<file path="config.mk">
export PLATFORM = sky130hd
export DESIGN_NAME = rtcb_bridge
export DESIGN_NICKNAME = d
export VERILOG_FILES = /design/src/rtl/rtcb_pkg.sv /design/src/rtl/rtcb_addr_dec.sv /design/src/rtl/rtcb_ctl_reg.sv /design/src/rtl/rtcb_data_reg.sv /design/src/rtl/rtcb_bridge.sv
export SDC_FILE = /design/constraint.sdc
export NUM_CORES = 1
export LEC_CHECK = 0
export ABC_AREA = 1
export BUFFER_PORTS_ARGS = -buffer_cell sky130_fd_sc_hd__buf_2
export CAP_MARGIN = 20
export CORE_UTILIZATION = 45
export DETAILED_ROUTE_END_ITERATION = 8
export PLACE_DENSITY_LB_ADDON = 0.12
export SETUP_SLACK_MARGIN = 0.5
export SLEW_MARGIN = 40
export SYNTH_ARGS = -nofsm -noshare
export SYNTH_HDL_FRONTEND = slang
export SYNTH_SLANG_ARGS = --single-unit
</file>
<file path="constraint.sdc">
create_clock -name clk -period 1.7 [get_ports clk]
set_clock_uncertainty 0.1 [all_clocks]
set_input_delay 0.17 -clock clk [delete_from_list [all_inputs] [get_ports clk]]
set_output_delay 0.17 -clock clk [all_outputs]
set_load 0.02 [all_outputs]
</file>
<file path="src/rtl/rtcb_pkg.sv">
package rtcb_pkg;
   localparam int BYTE_W    = 8;
   localparam int BIT_START = 7;
   localparam int BIT_RNW   = 6;
   localparam int BIT_EN    = 5;
   localparam int BIT_ZERO  = 4;
   localparam int NIB_W     = 4;

   typedef struct packed {
      logic             busy;
      logic             rnw;
      logic             en;
      logic             zero;
      logic [NIB_W-1:0] nib;
   } ctl_view_t;
endpackage

</file>
<file path="src/rtl/rtcb_addr_dec.sv">
module rtcb_addr_dec #(
   parameter int ADDR_W    = 16,
   parameter int BASE_ADDR = 16'h0040
) (
   input  logic [ADDR_W-1:0] addr,
   output logic              hit_data,
   output logic              hit_ctl
);
   localparam logic [ADDR_W-1:0] DATA_A = ADDR_W'(BASE_ADDR);
   localparam logic [ADDR_W-1:0] CTL_A  = ADDR_W'(BASE_ADDR + 1);

   if (ADDR_W < 2) begin : g_bad_w
      $error("rtcb_addr_dec: ADDR_W must be at least 2");
   end
   if (BASE_ADDR < 0 || BASE_ADDR + 1 >= (1 << ADDR_W)) begin : g_bad_base
      $error("rtcb_addr_dec: BASE_ADDR+1 must fit in ADDR_W bits");
   end

   always_comb begin
      hit_data = (addr == DATA_A);
      hit_ctl  = (addr == CTL_A);
   end
endmodule

</file>
<file path="src/rtl/rtcb_ctl_reg.sv">
module rtcb_ctl_reg
   import rtcb_pkg::*;
#(
   parameter int XFER_CYCLES = 8
) (
   input  logic              clk,
   input  logic              rst_n,
   input  logic              wr_ctl,
   input  logic [BYTE_W-1:0] wdata,
   output logic              busy,
   output logic              rnw,
   output logic              en,
   output logic [NIB_W-1:0]  nib,
   output logic              done,
   output logic              strobe
);
   logic start_req;

   if (XFER_CYCLES < 1) begin : g_bad_len
      $error("rtcb_ctl_reg: XFER_CYCLES must be at least 1");
   end

   assign start_req = wr_ctl && wdata[BIT_START] && !busy;

   always_ff @(posedge clk) begin
      if (!rst_n) begin
         busy   <= 1'b0;
         rnw    <= 1'b0;
         en     <= 1'b0;
         nib    <= '0;
         strobe <= 1'b0;
      end else begin
         strobe <= start_req;
         if (start_req)
            busy <= 1'b1;
         else if (done)
            busy <= 1'b0;
         if (wr_ctl && !busy) begin
            rnw <= wdata[BIT_RNW];
            en  <= wdata[BIT_EN];
         end
         if (wr_ctl)
            nib <= wdata[NIB_W-1:0];
      end
   end

   if (XFER_CYCLES == 1) begin : g_single
      assign done = busy;
   end else begin : g_timer
      localparam int CNT_W = $clog2(XFER_CYCLES);
      logic [CNT_W-1:0] cnt;
      always_ff @(posedge clk) begin
         if (!rst_n)
            cnt <= '0;
         else if (start_req)
            cnt <= CNT_W'(XFER_CYCLES - 1);
         else if (busy && cnt != '0)
            cnt <= cnt - 1'b1;
      end
      assign done = busy && (cnt == '0);
   end

   AST_BUSY_HOLD: assert property (@(posedge clk) disable iff (!rst_n)
      busy && !done |=> busy);
   AST_DONE_CLEARS: assert property (@(posedge clk) disable iff (!rst_n)
      done |=> !busy);
   AST_STROBE_FIRST: assert property (@(posedge clk) disable iff (!rst_n)
      $rose(busy) |-> strobe);
   AST_STROBE_ONE: assert property (@(posedge clk) disable iff (!rst_n)
      strobe |=> !strobe);
   AST_MODE_HOLD: assert property (@(posedge clk) disable iff (!rst_n)
      busy |=> $stable({rnw, en}));
   AST_NIB_HOLD: assert property (@(posedge clk) disable iff (!rst_n)
      !wr_ctl |=> $stable(nib));
endmodule

</file>
<file path="src/rtl/rtcb_data_reg.sv">
module rtcb_data_reg
   import rtcb_pkg::*;
(
   input  logic              clk,
   input  logic              rst_n,
   input  logic              wr_data,
   input  logic [BYTE_W-1:0] wdata,
   input  logic              busy,
   input  logic              done,
   input  logic              rnw,
   input  logic [BYTE_W-1:0] chip_rdata,
   output logic [BYTE_W-1:0] data
);
   always_ff @(posedge clk) begin
      if (!rst_n)
         data <= '0;
      else if (done && rnw)
         data <= chip_rdata;
      else if (wr_data && !busy)
         data <= wdata;
   end

   AST_DATA_HOLD: assert property (@(posedge clk) disable iff (!rst_n)
      busy && !done |=> $stable(data));
   AST_READ_LOAD: assert property (@(posedge clk) disable iff (!rst_n)
      done && rnw |=> data == $past(chip_rdata));
   AST_WRITE_KEEP: assert property (@(posedge clk) disable iff (!rst_n)
      done && !rnw |=> $stable(data));
endmodule

</file>
<file path="src/rtl/rtcb_bridge.sv">
module rtcb_bridge
   import rtcb_pkg::*;
#(
   parameter int ADDR_W      = 16,
   parameter int BASE_ADDR   = 16'h0040,
   parameter int XFER_CYCLES = 8
) (
   input  logic              clk,
   input  logic              rst_n,
   input  logic [ADDR_W-1:0] bus_addr,
   input  logic              bus_we,
   input  logic [7:0]        bus_wdata,
   output logic [7:0]        bus_rdata,
   output logic              chip_en,
   output logic              chip_strobe,
   output logic              chip_rnw,
   output logic [7:0]        chip_wdata,
   input  logic [7:0]        chip_rdata
);
   logic             hit_data, hit_ctl;
   logic             busy, rnw, en, done, strobe;
   logic [NIB_W-1:0] nib;
   logic [BYTE_W-1:0] data;
   ctl_view_t        view;

   rtcb_addr_dec #(.ADDR_W(ADDR_W), .BASE_ADDR(BASE_ADDR)) u_dec (
      .addr(bus_addr), .hit_data(hit_data), .hit_ctl(hit_ctl));

   rtcb_ctl_reg #(.XFER_CYCLES(XFER_CYCLES)) u_ctl (
      .clk(clk), .rst_n(rst_n), .wr_ctl(bus_we && hit_ctl),
      .wdata(bus_wdata), .busy(busy), .rnw(rnw), .en(en), .nib(nib),
      .done(done), .strobe(strobe));

   rtcb_data_reg u_data (
      .clk(clk), .rst_n(rst_n), .wr_data(bus_we && hit_data),
      .wdata(bus_wdata), .busy(busy), .done(done), .rnw(rnw),
      .chip_rdata(chip_rdata), .data(data));

   always_comb begin
      view = '{busy: busy, rnw: rnw, en: en, zero: 1'b0, nib: nib};
      if (hit_data)
         bus_rdata = data;
      else if (hit_ctl)
         bus_rdata = view;
      else
         bus_rdata = '0;
   end

   assign chip_en     = en;
   assign chip_strobe = strobe;
   assign chip_rnw    = rnw;
   assign chip_wdata  = data;

   AST_WDATA_STABLE: assert property (@(posedge clk) disable iff (!rst_n)
      busy && !done |=> $stable(chip_wdata));
   AST_EN_FOLLOWS: assert property (@(posedge clk) disable iff (!rst_n)
      bus_we && hit_ctl && !busy |=> chip_en == $past(bus_wdata[BIT_EN]));
endmodule

</file>
==> out/metrics.yaml, run 1 <==
status:
  result_of_the_run: "finished clean"
setup_path:
  cp_slowest_cell: "sky130_fd_sc_hd__dfxtp_2"
  worst-setup-path-type: "flop to flop"
  data_arrival_time_of_the_critical_path_ns: 1.79
  critical_path.max_fanout: 8
  critical-path-top-cell-by-count: "sky130_fd_sc_hd__inv_2"
  path_cells: "inv_2 -> ha_4 -> inv_2 -> nor2_4 -> nand3_4 -> buf_12 -> nand2_2 -> o21ai_1 -> a21oi_1 -> nor2_1"
  critPathCaptureType: "flop"
  crit_buf_inv: 3
  cp_data_required_time_ns: 1.82
  cpLargestDelayFamily: "simple AND/OR/NAND/NOR gates"
  critical_path.startpoint_type: "flop"
  worst_path_largest_cell_delay_ns: 0.36
synth:
  ys_top_cells_by_area: "sky130_fd_sc_hd__dfxtp_1, sky130_fd_sc_hd__nand2_1, sky130_fd_sc_hd__nor2_1"
  netlist_area_um2: 1132
  synth.yosys.warnings: 0
  synth.most_common_cell: "sky130_fd_sc_hd__nand2_1"
  yosys.area_share.xor_xnor_pct: 0
  synth_top_area_share_pct: 33.59
  netlist.top_cell.by_area: "sky130_fd_sc_hd__dfxtp_1"
  post_synth.cell_area_avg_um2: 6.397
  share_of_synthesized_cell_area_in_full_adder_half_adder_and_majority_cells_pct: 2.210
  post_synthesis_mux_area_share_pct: 0
  syn_inst: 177
  postSynthRegisterBits: 19
  syn-num-nets: 214
  synth_simple_gate_area_share_pct: 35.91
  async_flop_share_pct: 0
  synth_top_cells_by_count: "sky130_fd_sc_hd__nand2_1, sky130_fd_sc_hd__nor2_1, sky130_fd_sc_hd__inv_1"
  dominantRegCellSynth: "sky130_fd_sc_hd__dfxtp_1"
  synth-edff-count: 0
  synth.yosys.seq_area_share_pct: 33.59
  synth_top_family_by_area: "simple AND/OR/NAND/NOR gates"
  synthDistinctLibCells: 21
  fraction_of_the_mapped_netlist_area_in_compound_gates_pct: 13.48
power:
  internal_power_w: 0.0006021
  power_density_nw_per_um2: 404.1
  swShare_pct: 28.52
  vdd_ir_drop_max_v: 0.0005044
  seqPwrFrac_pct: 52.8
  power.static_leakage_nw: 0.9553
  p_comb_share_pct: 15.7
  power_frac_clock_pct: 31.4
  switchingPower_w: 0.0002402
layout:
  antennaDiodeCount: 0
  final_cell_count_no_fill: 275
  finish.net_count: 285
  layout.filler_cells: 98
  post-route-cell-area_um2: 2085
  post_route_cells_drive_above_1_share_pct: 55.87
  syn_to_final_growth_pct: 84.09
clock_tree:
  cts-htree-levels: 1
  clock-sinks: 19
  clockRootBuffer: "sky130_fd_sc_hd__clkbuf_4"
  worstSkewPairLatency_ns: 0.33
  clk_pin_slew_worst_paths_ns: 0.13
  cts_made_buffers: 3
  clock_tree_from_tritoncts: "yes"
  cts-root-to-sink-buffers: 2
place:
  numPlacedInstances: 253
  gpl.final_weighted_congestion: 0.7315
  dpl.hpwl_um: 2199
  post_dp_cell_area_um2: 1570
  io_buffer_count: 53
timing:
  final_min_period_over_clock_period_pct: 98.36
  slew_headroom_pct: 75.13
  finalCriticalPeriod_ns: 1.672
  maximum_achievable_frequency_mhz: 598.1
  transition_time_at_the_pin_with_the_least_slew_margin_ns: 0.3730
  setup_total_negative_slack_ns: 0
  setup_viol_count_final: 0
  slew_viol_final: 0
  grt_setup_unrepaired: "true"
  timing_hold_violations_final: 0
floorplan:
  fp.dieH_um: 52.16
  start_util_pct: 49.29
  design.die.area_um2: 2721
  num_rows: 17
  core_region_area_um2: 2297
  boundaryPins: 54
  die_x_um: 52.16
grt:
  antenna_found_initial: 0
  grt_util_all_layers_pct: 26.89
  globalRoute.totalOverflow: 0
  maximum_number_of_pins_on_one_net_before_global_route_repair: 33
  grt_first_pass_wirelength_um: 5326
  first_global_vias: 1270
detailed_routing:
  drt_pass1_iterations: 4
  detail_route.drc_violations: 0
  detail-route-antenna-nets: 0
  first_iter_violations: 69
  wl_per_cell_um: 18.12
  drt-total-wl_um: 4982
  viasPerCell: 5.716
  num_vias: 1572
flow_run:
  drv.max_cap_violation_count: 0
worst_hold_path:
  hp-class: "input port to flop"
worst paths after layout:
check                                     startpoint                    to  slack (ns)  cells after the start
worst min-delay path                    bus_wdata[2]          u_ctl.nib[2]       0.007                      3
worst min register to register  u_ctl.g_timer.cnt[1]  u_ctl.g_timer.cnt[1]        0.44                      2
worst max-delay path            u_ctl.g_timer.cnt[0]        u_data.data[7]        0.03                     10
worst max register to register  u_ctl.g_timer.cnt[0]        u_data.data[7]        0.03                     10
registers in the layout, summed over array words and instances, names as in the netlist:
name               count
u_ctl.g_timer.cnt      3
u_data.data            8
u_ctl.busy             1
u_ctl.strobe           1
u_ctl.rnw              1
u_ctl.nib              4
u_ctl.en               1
routing by layer:
| metal | routed length (um) | track usage [%] | part of all wire, % |
|---|---|---|---|
| met4 | 223 | 11.84 | 4.5 |
| met1 | 1845 | 30.76 | 37 |
| met3 | 397 | 4.386 | 8.0 |
| met2 | 2514 | 48.50 | 50 |
| met5 | 0 | 0 | 0 |
metrics by stage:
stage / hold WS [ns] / power (W) / utilization [%] / worst slack [ns]
2_1_floorplan: 0.2049 / 0.0004890 / - / 0.3571
6_report: 0.007431 / 0.0008423 / 90.74 / 0.02792
3_5_place_dp: 0.3181 / 0.0005336 / 68.36 / 0.1397
3_3_place_gp: 0.3082 / 0.0005306 / 68.36 / 0.1733
5_1_grt: 0.03717 / 0.0008603 / 90.74 / -0.04273
4_1_cts: 0.004916 / 0.0007928 / 80.12 / 0.2392
cell type report:
type | count | area [um^2] | share of cell area, %
clock buffers | 4 | 26.28 | 1.261
inverters | 32 | 120.1 | 5.762
multi-input cells | 120 | 945.9 | 45.38
flip-flops and latches | 19 | 384.1 | 18.43
well taps | 28 | 35.03 | 1.681
repair buffers | 72 | 573.1 | 27.49
tightest hold or removal path: cells and delay by family:
family / cells / cell delay (ns)
buffers and inverters: 1 / 0.10
AND/OR/NAND/NOR: 2 / 0.15
placed cells by master (no fill, tap or decap), drive strengths merged:
cell / n
a21oi: 10
buf: 66
clkbuf: 6
dfxtp: 19
dlygate4sd3: 4
ha: 2
inv: 32
nand2: 37
nand3: 14
nand3b: 1
nand4: 1
nor2: 37
o211ai: 1
o21ai: 9
o22ai: 8
cell families (layout without fill, tap and decap cells):
kind of cell,count (synthesis),in the layout
compound gates,28,28
fa+ha+maj,2,2
simple gates,90,90
flops,19,19
buf+inv,38,108
power groups by stage:
| stage | sequential (W) | combinational (W) | clock, W |
|---|---|---|---|
| after floorplan | 0.000455 | 0.0000340 | 0 |
| after global routing | 0.000445 | 0.000139 | 0.000276 |
| after detailed placement | 0.000455 | 0.0000786 | 0 |
| after CTS | 0.000445 | 0.0000979 | 0.000250 |
| final | 0.000445 | 0.000132 | 0.000265 |
| after global placement | 0.000455 | 0.0000756 | 0 |
timing repair:
action | 4_1_cts | 5_1_grt
gates cloned | 0 | 2
pin swaps | 15 | 29
setup endpoints to repair | 22 | 27
hold buffers | 4 | 0
resized for setup | 34 | 46
buffers inserted | 9 | 3
hold endpoints to repair | 4 | 0
Power figures use the tool's default switching activity.
==> run 2, diff against run 1 <==
--- a/config.mk
+++ b/config.mk
@@ -6,11 +6,13 @@
 export NUM_CORES = 1
 export LEC_CHECK = 0
 export ABC_AREA = 1
+export ABC_CLOCK_PERIOD_IN_PS = 1700
 export BUFFER_PORTS_ARGS = -buffer_cell sky130_fd_sc_hd__buf_2
 export CAP_MARGIN = 20
 export CORE_UTILIZATION = 45
 export DETAILED_ROUTE_END_ITERATION = 8
 export PLACE_DENSITY_LB_ADDON = 0.12
+export RECOVER_POWER = 100
 export SETUP_SLACK_MARGIN = 0.5
 export SLEW_MARGIN = 40
 export SYNTH_ARGS = -nofsm -noshare
==> out/metrics.yaml, run 2 (same netlist as run 1, synthesis figures left out) <==
status:
  result_of_the_run: "finished with violations"
  violated_checks: "setup timing"
floorplan:
  boundaryPins: 54
  die_x_um: 52.16
  design.die.area_um2: 2721
  core_region_area_um2: 2297
  start_util_pct: 49.29
  fp.dieH_um: 52.16
  num_rows: 17
detailed_routing:
  wl_per_cell_um: 18.38
  first_iter_violations: 68
  drt_pass1_iterations: 5
  drt-total-wl_um: 5054
  num_vias: 1566
  viasPerCell: 5.695
  detail-route-antenna-nets: 0
  detail_route.drc_violations: 0
place:
  numPlacedInstances: 253
  gpl.final_weighted_congestion: 0.7315
  dp_slack_ns: 0.1397
  post_dp_cell_area_um2: 1570
  dpl.hpwl_um: 2199
  io_buffer_count: 53
grt:
  first_global_vias: 1270
  maximum_number_of_pins_on_one_net_before_global_route_repair: 33
  grt_util_all_layers_pct: 26.89
  antenna_found_initial: 0
  grt_first_pass_wirelength_um: 5326
  globalRoute.totalOverflow: 0
setup_path:
  setup.worst_path.end: "u_data.data[7]"
  cp_data_required_time_ns: 1.83
  worst_r2r_startpoint: "u_ctl.g_timer.cnt[0]"
  worst-r2r-cell-count: 10
  critical_path.startpoint_type: "flop"
  critical_path.max_fanout: 8
  worstSetupStartpoint: "u_ctl.g_timer.cnt[0]"
  worst-setup-path-type: "flop to flop"
  critical_r2r_capture: "u_data.data[7]"
  r2r_setup_slack_ns: -0.02
  critPathCaptureType: "flop"
  data_arrival_time_of_the_critical_path_ns: 1.85
power:
  swShare_pct: 28.71
  power.static_leakage_nw: 0.8895
  power_density_nw_per_um2: 418.2
  vdd_ir_drop_max_v: 0.0005063
  seqPwrFrac_pct: 52.7
  power_frac_clock_pct: 31.8
  internal_power_w: 0.0006017
  switchingPower_w: 0.0002423
  p_comb_share_pct: 15.4
timing:
  slew_viol_final: 0
  final_critical_path_setup_slack_ns: -0.02026
  setup_total_negative_slack_ns: -0.02026
  maximum_achievable_frequency_mhz: 581.3
  grt_setup_unrepaired: "true"
  transition_time_at_the_pin_with_the_least_slew_margin_ns: 0.4125
  timing_hold_violations_final: 0
  slew_headroom_pct: 72.42
  finalCriticalPeriod_ns: 1.720
  final_min_period_over_clock_period_pct: 101.2
  setup_viol_count_final: 1
layout:
  post_route_cells_drive_above_1_share_pct: 48.58
  layout.filler_cells: 121
  ff_latch_area_um2: 384.1
  max_ffs_per_register: 8
  post-route-cell-area_um2: 2018
  final_core_util_pct: 87.85
  most-common-layout-cells: "sky130_fd_sc_hd__inv_1, sky130_fd_sc_hd__buf_2, sky130_fd_sc_hd__nor2_1"
  largest-register: "u_data.data"
  finish.net_count: 285
  syn_to_final_growth_pct: 78.23
  final_cell_count_no_fill: 275
  combined_area_of_the_multi_input_logic_cells_um2: 920.9
  largest_registers: "u_data.data (8), u_ctl.nib (4), u_ctl.g_timer.cnt (3)"
  antennaDiodeCount: 0
clock_tree:
  worstSkewPairLatency_ns: 0.33
  clock_tree_from_tritoncts: "yes"
  cts_made_buffers: 3
  clockRootBuffer: "sky130_fd_sc_hd__clkbuf_4"
  clock-sinks: 19
  clk_pin_slew_worst_paths_ns: 0.13
  cts-root-to-sink-buffers: 2
  cts-htree-levels: 1
flow_run:
  drv.max_cap_violation_count: 0
worst_hold_path:
  hp-class: "input port to flop"
run 2: layer usage:
layer,routed length (um),share of wire (%),GRT usage (%),vias up
met5,0,0,0,-
met4,267,5.3,11.84,0
met3,457,9.0,4.386,31
met2,2458,49,48.50,132
met1,1869,37,30.76,706
li1,-,-,-,697
run 2: repair_timing:
action	CTS	global route
setup endpoints to repair	22	27
hold buffers	4	0
resized for setup	34	46
buffers inserted	9	3
pin swaps	15	29
cloned	0	2
endpoints found under the hold margin	4	0
run 2: worst max-delay path, stage by stage (launching register included):
cell,delay [ns]
sky130_fd_sc_hd__dfxtp_2,0.36
sky130_fd_sc_hd__inv_2,0.09
sky130_fd_sc_hd__ha_4,0.13
sky130_fd_sc_hd__inv_2,0.04
sky130_fd_sc_hd__nor2_4,0.11
sky130_fd_sc_hd__nand3_4,0.12
sky130_fd_sc_hd__buf_4,0.24
sky130_fd_sc_hd__nand2_2,0.09
sky130_fd_sc_hd__o21ai_1,0.09
sky130_fd_sc_hd__a21oi_1,0.18
sky130_fd_sc_hd__nor2_1,0.06
run 2: worst min-delay path by stage:
stage	from	endpoint	slack (ns)	cells after the start
after floorplan	bus_wdata[5]	u_ctl.en	0.20	2
after global placement	bus_wdata[2]	u_ctl.nib[2]	0.31	3
after detailed placement	bus_wdata[6]	u_ctl.rnw	0.32	3
after CTS	bus_wdata[2]	u_ctl.nib[2]	0.005	3
after global routing	bus_wdata[2]	u_ctl.nib[2]	0.04	3
final	bus_wdata[2]	u_ctl.nib[2]	0.002	3
run 2: through the flow:
stage	hold slack, ns	power [W]
after floorplan	0.2049	0.0004890
after global placement	0.3082	0.0005306
after detailed placement	0.3181	0.0005336
after CTS	0.004916	0.0007928
after global routing	0.03717	0.0008582
final	0.001680	0.0008440
run 2: area by class of cell:
cell class	instances	area share, %
multi-input cells	120	45.63
inverters	32	5.952
repair buffers	72	26.35
well taps	28	1.736
clock buffers	4	1.302
flip-flops and latches	19	19.03
run 2: power by group through the flow:
stage	registers [W]	logic [W]	clock network [W]
2_1_floorplan	0.000455	0.0000340	0
3_3_place_gp	0.000455	0.0000756	0
3_5_place_dp	0.000455	0.0000786	0
4_1_cts	0.000445	0.0000979	0.000250
5_1_grt	0.000445	0.000137	0.000276
6_report	0.000445	0.000130	0.000269
==> run 3, diff against run 2 <==
--- a/config.mk
+++ b/config.mk
@@ -5,11 +5,11 @@
 export SDC_FILE = /design/constraint.sdc
 export NUM_CORES = 1
 export LEC_CHECK = 0
-export ABC_AREA = 1
 export ABC_CLOCK_PERIOD_IN_PS = 1700
 export BUFFER_PORTS_ARGS = -buffer_cell sky130_fd_sc_hd__buf_2
 export CAP_MARGIN = 20
-export CORE_UTILIZATION = 45
+export CORE_MARGIN = 2
+export CORE_UTILIZATION = 44
 export DETAILED_ROUTE_END_ITERATION = 8
 export PLACE_DENSITY_LB_ADDON = 0.12
 export RECOVER_POWER = 100
==> out/metrics.yaml, run 3 <==
status:
  result_of_the_run: "finished with violations"
  violated_checks: "setup timing"
power:
  swShare_pct: 25.54
  vdd_ir_drop_max_v: 0.0003976
  switchingPower_w: 0.0001992
  internal_power_w: 0.0005810
  total_power_w: 0.0007803
  power.static_leakage_nw: 0.6913
  power_density_nw_per_um2: 470.7
  p_comb_share_pct: 12.8
  power_frac_clock_pct: 30.2
  seqPwrFrac_pct: 57.0
detailed_routing:
  drt-total-wl_um: 3142
  detail_route.drc_violations: 0
  wl_per_cell_um: 15.11
  num_vias: 1177
  viasPerCell: 5.659
  drt_pass1_iterations: 4
  m1WireLength_um: 1274
  wl_met3_um: 220
  first_iter_violations: 30
  maxUsedRoutingLayer: "met4"
  detailroute.wirelength.met2_um: 1606
  detail-route-antenna-nets: 0
synth:
  syn-num-nets: 152
  synth_top_cells_by_count: "sky130_fd_sc_hd__dfxtp_1, sky130_fd_sc_hd__o21ai_1, sky130_fd_sc_hd__a21oi_1"
  synth.most_common_cell: "sky130_fd_sc_hd__dfxtp_1"
  netlist.top_cell.by_area: "sky130_fd_sc_hd__dfxtp_1"
  synthDistinctLibCells: 27
  synth_top_area_share_pct: 36.36
  dominantRegCellSynth: "sky130_fd_sc_hd__dfxtp_1"
  ys_top_cells_by_area: "sky130_fd_sc_hd__dfxtp_1, sky130_fd_sc_hd__nand4b_1, sky130_fd_sc_hd__o21ai_1"
  post_synth.cell_area_avg_um2: 9.096
  postSynthRegisterBits: 19
  synth-edff-count: 0
  netlist_area_um2: 1046
  synth.yosys.warnings: 0
  syn_inst: 115
  synth.yosys.seq_area_share_pct: 36.36
  async_flop_share_pct: 0
floorplan:
  num_rows: 17
  design.die.area_um2: 2783
  core_region_area_um2: 2233
  boundaryPins: 54
  start_util_pct: 46.83
  fp.dieH_um: 52.76
  die_x_um: 52.76
layout:
  finish.net_count: 218
  max_ffs_per_register: 8
  antennaDiodeCount: 0
  layout.cells.most_common: "sky130_fd_sc_hd__buf_2"
  largest-register: "u_data.data"
  combined_area_of_the_multi_input_logic_cells_um2: 758.2
  post_route_cells_drive_above_1_share_pct: 54.44
  most-common-layout-cells: "sky130_fd_sc_hd__buf_2, sky130_fd_sc_hd__dfxtp_1, sky130_fd_sc_hd__o21ai_2"
  ff_latch_area_um2: 382.9
  syn_to_final_growth_pct: 58.49
  largest_registers: "u_data.data (8), u_ctl.nib (4), u_ctl.g_timer.cnt (3)"
  layout.filler_cells: 187
timing:
  slew_headroom_pct: 64.25
  grt_setup_unrepaired: "true"
  setup_total_negative_slack_ns: -4.915
  final_min_period_over_clock_period_pct: 125.1
  slew_viol_final: 0
  timing_hold_violations_final: 0
  final_critical_path_setup_slack_ns: -0.4260
  transition_time_at_the_pin_with_the_least_slew_margin_ns: 0.5363
  finalCriticalPeriod_ns: 2.126
  maximum_achievable_frequency_mhz: 470.4
  setup_viol_count_final: 21
grt:
  grt_first_pass_wirelength_um: 4947
  first_global_vias: 1127
  globalRoute.totalOverflow: 0
  grt_util_all_layers_pct: 24.39
  maximum_number_of_pins_on_one_net_before_global_route_repair: 17
  antenna_found_initial: 0
setup_path:
  critical_path.max_fanout: 8
  critical_path.startpoint_type: "input port"
  worst-setup-path-type: "input port to output port"
  cp_data_required_time_ns: 1.43
  data_arrival_time_of_the_critical_path_ns: 1.86
  cp_slowest_cell: "sky130_fd_sc_hd__or4_4"
  critPathCaptureType: "output port"
  path_cells: "buf_6 -> or4_4 -> or4_4 -> nor2_8 -> and2_4 -> buf_6"
  worst_path_largest_cell_delay_ns: 0.59
clock_tree:
  clk_pin_slew_worst_paths_ns: 0.11
  clock-sinks: 19
  cts-hold-fix-buffers: 0
  cts-htree-levels: 1
  cts_made_buffers: 3
  worstSkewPairLatency_ns: 0.30
  clock_tree_from_tritoncts: "yes"
  cts-root-to-sink-buffers: 2
  clockRootBuffer: "sky130_fd_sc_hd__clkbuf_4"
place:
  io_buffer_count: 53
  dpl.hpwl_um: 2252
  gpl.final_weighted_congestion: 0.8263
flow_run:
  drv.max_cap_violation_count: 0
worst_hold_path:
  hp-class: "input port to flop"
==> run 3: cell types whose count changed after synthesis, sizes merged, moves of 3 or more <==
cell    before  now
nand2       37    1
nor2        37    2
inv         32    4
o21ai        9   22
nand4b       0    9
a31oi        0    8
o22ai        8    0
a22o         0    7
nand3       14    8
or4          0    5
nand2b       0    3
==> run 3: worst paths after layout <==
| check | slack [ns] | to | start | cells past startpoint |
|---|---|---|---|---|
| worst max-delay path | -0.43 | bus_rdata[4] | bus_addr[12] | 6 |
| worst min-delay path | 0.02 | u_ctl.en | bus_wdata[5] | 3 |
| worst max register to register | 0.23 | u_ctl.g_timer.cnt[1] | u_ctl.g_timer.cnt[0] | 6 |
| worst min register to register | 0.39 | u_ctl.en | u_ctl.en | 2 |
==> run 3: timing repair <==
action / CTS / global route
pin swaps: 6 / 11
gates resized for setup: 28 / 15
setup endpoints to repair: 28 / 31
setup buffers: 1 / 2
==> run 3: final cells by class <==
type / count / area share [%]
clock buffer: 3 / 1.358
clock inverter: 1 / 0.3019
inverter: 4 / 0.9057
multi-input combinational: 86 / 45.74
sequential: 19 / 23.09
tap: 28 / 2.113
timing repair buffer: 67 / 26.49
==> run 3: metrics by stage <==
stage                     util, %  hold WS (ns)  worst slack [ns]  cells  instance area (um^2)
final                       74.23       0.01503           -0.4260    208                  1658
after global routing        74.23       0.02140           -0.4616    208                  1658
after CTS                   72.16      0.004700           -0.4665    206                  1612
after detailed placement    66.16        0.3492           -0.4847    201                  1478
after global placement      66.16        0.3445           -0.4620    201                  1478
after floorplan                 -        0.1990           -0.3502    115                  1117
==> run 3: routing by layer <==
layer,global-route usage (%),up-vias
li1,-,580
met1,29.42,541
met2,42.50,50
met3,4.571,6
met4,8.974,0
met5,0,-
==> run 3: power groups by stage <==
stage / Sequential (W) / Clock (W) / Combinational (W)
2_1_floorplan: 0.000455 / 0 / 0.0000331
3_3_place_gp: 0.000455 / 0 / 0.0000880
3_5_place_dp: 0.000455 / 0 / 0.0000905
4_1_cts: 0.000445 / 0.000242 / 0.0000950
5_1_grt: 0.000445 / 0.000259 / 0.000108
6_report: 0.000445 / 0.000236 / 0.0000997
==> run 3: critical path, delay by kind of cell <==
| family | cells | cell delay [ns] |
|---|---|---|
| and+or+nand+nor | 4 | 1.48 |
| buffers and inverters | 2 | 0.20 |
==> run 3: kinds of logic after synthesis <==
logic type      synth area share [%]
flops                          36.36
simple gates                   27.99
fa+ha+maj                      2.392
xor+xnor                       1.675
buf+inv                        4.545
mux                            1.076
compound gates                 25.96
